## src/rtl/scan_merge.sv

```systemverilog
module scan_merge #(
  parameter int YW = 18,
  parameter int LW = 5,
  parameter int XW = 6
) (
  input  logic              clk,
  input  logic              rst_n,
  input  logic              new_valid,
  input  logic [YW+LW+XW+2:0] new_data,
  input  logic              new_last,
  output logic              new_ready,
  input  logic              old_valid,
  input  logic [YW+LW+XW+2:0] old_data,
  input  logic              old_last,
  output logic              old_ready,
  output logic              out_valid,
  output logic [YW+LW+XW+2:0] out_data,
  input  logic              out_ready,
  output logic              done
);
  localparam int W  = YW + LW + 3 + XW;
  localparam int PB = XW;
  localparam int DB = XW + 1;
  localparam int LB = XW + 3;
  localparam int YB = XW + 3 + LW;
  localparam int KW = W - XW;
  localparam int EW = YW + 1 + KW;

  logic          n_end, o_end, have_x, out_v;
  logic [YW-1:0] gx_n, gx_o, cur_x, prev_x;
  logic [W-1:0]  out_d;

  logic n_mk, o_mk, go, both, mrg, cncl, take_n, pop_n, pop_o;
  logic virt, dead, emit, sel_mk;
  logic [EW-1:0] ek_n, ek_o;
  logic [YW-1:0] dstep;
  logic [XW-1:0] aged;
  logic [W-1:0]  sel, word;

  assign n_mk = new_data[YB-1:LB] == '0;
  assign o_mk = old_data[YB-1:LB] == '0;
  assign ek_n = n_mk ? {new_data[W-1:YB], 1'b0, {KW{1'b0}}} : {gx_n, 1'b1, new_data[W-1:XW]};
  assign ek_o = o_mk ? {old_data[W-1:YB], 1'b0, {KW{1'b0}}} : {gx_o, 1'b1, old_data[W-1:XW]};

  assign go   = (n_end | new_valid) & (o_end | old_valid) & ~(n_end & o_end) & (~out_v | out_ready);
  assign both = ~n_end & ~o_end;
  assign mrg  = both & n_mk & o_mk & (ek_n == ek_o);
  assign cncl = both & ~n_mk & ~o_mk & (gx_n == gx_o)
              & (new_data[W-1:DB] == old_data[W-1:DB])
              & new_data[DB] & ~new_data[PB] & old_data[PB];

  assign take_n = o_end | (~n_end & (ek_n <= ek_o));
  assign pop_n  = go & (take_n | mrg | cncl);
  assign pop_o  = go & (~take_n | mrg | cncl);
  assign new_ready = pop_n;
  assign old_ready = pop_o;

  assign sel    = take_n ? new_data : old_data;
  assign sel_mk = take_n ? n_mk : o_mk;
  assign dstep  = cur_x - prev_x;
  assign virt   = ~take_n & ~o_mk & old_data[PB] & ~old_data[DB];
  assign dead   = dstep >= {{(YW-XW){1'b0}}, old_data[XW-1:0]};
  assign aged   = old_data[XW-1:0] - dstep[XW-1:0];
  assign word   = virt ? {old_data[W-1:XW], aged} : sel;
  assign emit   = go & ~cncl & ~(virt & dead);

  always_ff @(posedge clk) begin
    if (!rst_n) begin
      n_end  <= 1'b0;
      o_end  <= 1'b0;
      have_x <= 1'b0;
      gx_n   <= '0;
      gx_o   <= '0;
      cur_x  <= '0;
      prev_x <= '0;
      out_v  <= 1'b0;
      out_d  <= '0;
    end else begin
      if (pop_n && new_last) n_end <= 1'b1;
      if (pop_o && old_last) o_end <= 1'b1;
      if (pop_n && n_mk) gx_n <= new_data[W-1:YB];
      if (pop_o && o_mk) gx_o <= old_data[W-1:YB];
      if (emit && sel_mk) begin
        have_x <= 1'b1;
        cur_x  <= sel[W-1:YB];
        prev_x <= have_x ? cur_x : sel[W-1:YB];
      end
      if (!out_v || out_ready) begin
        out_v <= emit;
        if (emit) out_d <= word;
      end
    end
  end

  assign out_valid = out_v;
  assign out_data  = out_d;
  assign done      = n_end & o_end & ~out_v;
endmodule

```

## config.mk

```make
export PLATFORM = sky130hd
export DESIGN_NAME = scan_merge
export DESIGN_NICKNAME = d
export VERILOG_FILES = /design/src/rtl/scan_merge.sv
export SDC_FILE = /design/constraint.sdc
export NUM_CORES = 1
export LEC_CHECK = 0
export ABC_AREA = 1
export BUFFER_PORTS_ARGS = -buffer_cell sky130_fd_sc_hd__buf_4
export CAP_MARGIN = 0
export CORE_ASPECT_RATIO = 0.75
export CORE_MARGIN = 10
export CORE_UTILIZATION = 60
export DETAILED_ROUTE_END_ITERATION = 12
export GPL_TIMING_DRIVEN = 0
export HOLD_SLACK_MARGIN = 0.02
export PLACE_DENSITY = 0.88
export SLEW_MARGIN = 20
export SYNTH_ARGS = -nofsm -noshare
export SYNTH_HDL_FRONTEND = slang
export SYNTH_SLANG_ARGS = --single-unit
```

## constraint.sdc

```tcl
create_clock -name clk -period 4.7 [get_ports clk]
set_clock_uncertainty 0.15 [all_clocks]
set_input_delay 0.47 -clock clk [delete_from_list [all_inputs] [get_ports clk]]
set_output_delay 0.47 -clock clk [all_outputs]
set_load 0.005 [all_outputs]
```

# Word level (Yosys, flattened, before mapping)
# Cells that the tools add are included.
dict set report word_totals {
  input_bits 71
  wordCells 76
  output_inout_bits 36
  ff_bits 108
}
dict set report op_classes {
  eq_ne 3
  reduce_logical 10
  magnitude_cmp 2
  n_mux 6
  bitwise 44
  n_addsub 2
}
# cell n
set ops {}
lappend ops {{45-bit 2-to-1 mux} 2}
lappend ops {{32-bit 2-to-1 mux} 2}
lappend ops {{45-bit equality test} 1}
lappend ops {{45-bit less-or-equal comparator} 1}
lappend ops {{1-bit AND} 25}
lappend ops {{25-bit equality test} 1}
lappend ops {{18-bit equality test} 1}
lappend ops {{18-bit by 6-bit >= comparator with 1-bit output} 1}
lappend ops {{18-bit 2-to-1 mux} 1}
lappend ops {{18-bit subtractor} 1}
lappend ops {{1-bit NOT} 11}
lappend ops {{5-bit logical NOT} 2}
lappend ops {{1-bit bitwise OR} 8}
lappend ops {{6-bit subtractor} 1}
lappend ops {{1-bit logical AND} 5}
lappend ops {{2-bit AND reduction} 1}
lappend ops {{1-bit logical NOT} 1}
lappend ops {{1-bit logical OR} 1}
lappend ops {{1-bit 2-to-1 mux} 1}

# Logic depth before layout (Yosys ltp)
dict set report depth {
  word_depth 13
  mapped_depth 28
  mapped_depth_nobuf 24
}

# Worst setup path after synthesis
# No wires, ideal clock.
dict set report synth_path {
  path_kind {in2out}
  from {input old_data[12]}
  to {output new_ready}
  path_buffers 3
  arrival_time_ns 3.131
  required_time_ns 4.080
  path_slack_ns 0.949
  stages 21
  path_cell_list {inv_1 nand4_1 inv_1 clkbuf_1 clkbuf_1 o21ai_0 ha_1 nand2_1 nor2_1 nand2_1 nor2_2 inv_1 nor2_1 nand2_1 nand3_1 nand2_2 a21oi_2 nand2_1 nand2_1 inv_2 buf_2}
}
dict set report synth_between {
  elab_chain_cells 10
  word_cells_on_any_way 19
  cone_classes {order compare (1); eq/ne (2); mux (1); bitwise (14); reduce/logical (1)}
}
# element line_no
set synth_rtl {}
lappend synth_rtl {{start, declared} 13} ;# input logic [YW+LW+XW+2:0] old_data,
lappend synth_rtl {{parallel branches: the longest is 8 deep, another holds 45-bit less-or-equal comparator} n/a}
lappend synth_rtl {{1-bit bitwise OR *} 53} ;# assign pop_n = go & (take_n | mrg | cncl);
lappend synth_rtl {{1-bit AND *} 53}
lappend synth_rtl {{end, declared} 11} ;# output logic new_ready,
# Mark *: on every way between the ends.

# Worst setup path in the final report
dict set report layout_path {
  from {input new_data[10]}
  to {output new_ready}
}
dict set report layout_between {
  elab_chain_cells 11
  word_cells_on_any_way 21
  cone_classes {order compare (1); eq/ne (2); mux (1); bitwise (16); reduce/logical (1)}
}
# element line_no
set layout_rtl {}
lappend layout_rtl {{start, declared} 9} ;# input logic [YW+LW+XW+2:0] new_data,
lappend layout_rtl {{parallel branches: the longest is 9 deep, another holds 45-bit less-or-equal comparator} n/a}
lappend layout_rtl {{1-bit bitwise OR *} 53}
lappend layout_rtl {{1-bit AND *} 53}
# Marked as above.

==> metrics.txt <==
ANT nets after route=0; Clk network pwr share=0.276; filler cell count=1,350; crit end category=output pin; fraction of synthesized cell area in xor and xnor cells=0.0316; boundary pin count=107; depth of the most critical reg-to-reg path=22; Min Clock Period, post-route=4.60 ns; Max IR drop VDD=198 uV; mapped cell area=0.00886 mm^2; combinational fraction of design power=0.361; number of flops mapped to enable cells by yosys=0; post-synthesis adder-cell area fraction=0.108; status=complete, no violations; number of remaining DRC errors=0; total grt overflow=0; NumNets Final=1,774; critical path fanouts, max=10; post-synthesis net count=1,651; max_cap viols=0; gr usage total=0.278; post-route cell area=0.0103 mm^2; DR vias/cell=5.46; yosys warns=0; share of cells above drive strength 1=0.116; clock net sink count=108; Worst EP arrival=3.98 ns; Compound-Gate Fraction of Synth Area=0.0905; vias in the first global route=8,995; area share of the largest cell type after synthesis=0.244; post-DP HPWL=23,800 um; DIE AREA=0.0201 mm^2; most frequent cells in the layout=nand2_1 (485), inv_1 (197), nor2_1 (196); Setup violations, final=0; cell row count=38; final non-filler cell total=1,834; hold path cells=3; Syn-to-layout area delta=16.2%; Min-Delay Path Class=in -> reg; H-tree levels=3; R2R Path Start=cur_x[2]; endpoints failing hold=0; Max Fclk=217 MHz; final wirelength=29,400 um; WP data required=4.08 ns; Initial DRT Pass Iterations=5; Slew Limit Fails=0; routed via count=10,019; WL per Instance=16.0 um; first-pass GRT wire length=46,300 um; initial antenna violation count=1; share of power burned in registers=0.362; NetSw=0.00104 W; setup slack, reg-to-reg=0.63 ns; Hold Path End=o_end; TritonCTS clock tree=done; PortBufs=105; die width=160 um; total power=0.00273 W; clk root buf=clkbuf_16; Worst R2R End=cur_x[6]; startpoint types=input port; core footprint=0.0145 mm^2; fraction of the cycle the final worst path needs=0.979; largest cells by area after synthesis=dfxtp_1 (24%), nand2_1 (21%), ha_1 (10%); switch share=0.380; Post-synth ARST share=0; classification of the worst setup path=in -> out; die height=125 um; Synth Area in Simple Gates=0.404; pin count of the biggest net entering global routing=20; Clock transition at path regs=0.08 ns; largest family of logic cells by synthesized area=simple AND/OR/NAND/NOR gates; hold wc startpoint=old_last; post-synthesis mux area share=0.00226; largest area contributor in the netlist=dfxtp_1; Worst-Skew Late Latency=0.36 ns; Post-Syn Instances=1,505; sequential share of the synthesized area=0.244; RD Place Congestion=1.00; Pleak=5.53 nW; CTS max path bufs=2; syn_area_per_cell=5.89 um^2; starting DRC count in detailed routing=1,293; Least-Margin Pin Slew=0.854 ns; commonest register cell after synthesis=dfxtp_1; synth unique cells=37; Synth Register Bits=108; internal power=0.00169 W; pwr/cell area=265 mW/mm^2; Num CTS Buffers=9; Placed Area=0.00990 mm^2; Initial Util=0.613; # placed instances=1,810; relative slew slack=0.429; commonest non-fill, non-tap cell in the layout=nand2_1
==> cells by family (layout without fill, tap and decap cells) <==
family          Yosys count  count (layout)
simple gates            866             866
xor+xnor                 32              32
fa+ha+maj                75              75
buf+inv                 266             394
other cells               0               1
flops                   108             108
mux                       2               2
compound gates          156             156
==> worst max path at each step <==
| stage | startpoint | end | slack (ns) | cells after the start |
|---|---|---|---|---|
| 2_1_floorplan | old_data[12] | new_ready | 0.95 | 21 |
| 3_5_place_dp | old_data[12] | new_ready | -0.61 | 23 |
| 3_3_place_gp | old_data[12] | new_ready | -0.56 | 23 |
| 5_1_grt | new_data[10] | new_ready | -0.007 | 22 |
| 6_report | new_data[10] | new_ready | 0.1 | 22 |
| 4_1_cts | old_data[12] | new_ready | 0.01 | 21 |
==> per-layer routing <==
metal  track usage  part of all wire  vias to the layer above
met4        0.0620             0.018                        0
met2         0.407              0.41                      547
met3        0.0836              0.12                       50
met5             0                 0                        -
li1              -                 -                     4934
met1         0.393              0.45                     4488
==> through the flow <==
stage / hold WS (ns) / setup WS (ns) / TNS [ns] / utilization
global placement: 0.298 / -0.563 / -14.57 / 0.685
CTS: 0.228 / 0.0135 / 0 / 0.707
floorplan: 0.290 / 0.949 / 0 / -
global route: 0.235 / -0.00664 / -0.00664 / 0.713
detailed placement: 0.303 / -0.614 / -19.14 / 0.685
finish: 0.226 / 0.0988 / 0 / 0.713
==> registers in the layout (all words and copies together) (netlist names) <==
| register | cells |
|---|---|
| out_data | 32 |
| cur_x | 18 |
| gx_n | 18 |
| gx_o | 18 |
| prev_x | 18 |
| have_x | 1 |
| n_end | 1 |
| o_end | 1 |
| out_valid | 1 |
==> synth_stat cells (all sizes together), types with 10 or more instances <==
cell and count:
nand2 494, inv 203, nor2 202, nand3 122, dfxtp 108, a21oi 75
o21ai 74, ha 73, clkbuf 36, buf 26, xnor2 16, xor2 16
nor3 13, and2 12, nand4 12, nand3b 10
==> what timing repair did <==
| item | in CTS | in global routing |
|---|---|---|
| setup buffers | 1 | 6 |
| hold buffers | 0 | 0 |
| setup endpoints to repair | 2 | 2 |
| endpoints found under the hold margin | 0 | 0 |
| gates resized for setup | 8 | 28 |
| pin swaps | 1 | 1 |
==> critical path, stage by stage <==
cell      delay (ns)
buf_4           0.13
nor2_1          0.11
nand3_1         0.23
clkbuf_2        0.32
clkbuf_2        0.29
nand2_1         0.11
inv_1           0.04
ha_1            0.29
nand2_1         0.05
inv_1           0.07
nand3_1         0.10
nor2_2          0.14
nand3_1         0.09
nor2_1          0.23
nand3_1         0.18
nor3_1          0.18
nor2_1          0.11
nand2_1         0.11
nand2_1         0.07
inv_2           0.21
clkbuf_4        0.29
buf_4           0.14
==> area by class of cell <==
class	count	area [um^2]	share of cell area
flip-flops and latches	108	2160	0.210
plain buffers	62	330	0.0321
clock inverters	7	61.3	0.00595
multi-input cells	1131	5660	0.550
repair buffers	112	841	0.0816
well taps	200	250	0.0243
diodes	1	2.50	0.000243
inverters	204	766	0.0743
clock buffers	9	225	0.0219
==> power groups by stage <==
| stage | clock network (W) | registers, W | logic, W |
|---|---|---|---|
| floorplan | 0 | 0.00101 | 0.000596 |
| global placement | 0 | 0.00101 | 0.000914 |
| detailed placement | 0 | 0.00101 | 0.000938 |
| CTS | 0.000752 | 0.000987 | 0.000951 |
| global route | 0.000790 | 0.000994 | 0.00108 |
| finish | 0.000754 | 0.000988 | 0.000985 |
(Power assumes the default switching activity.)
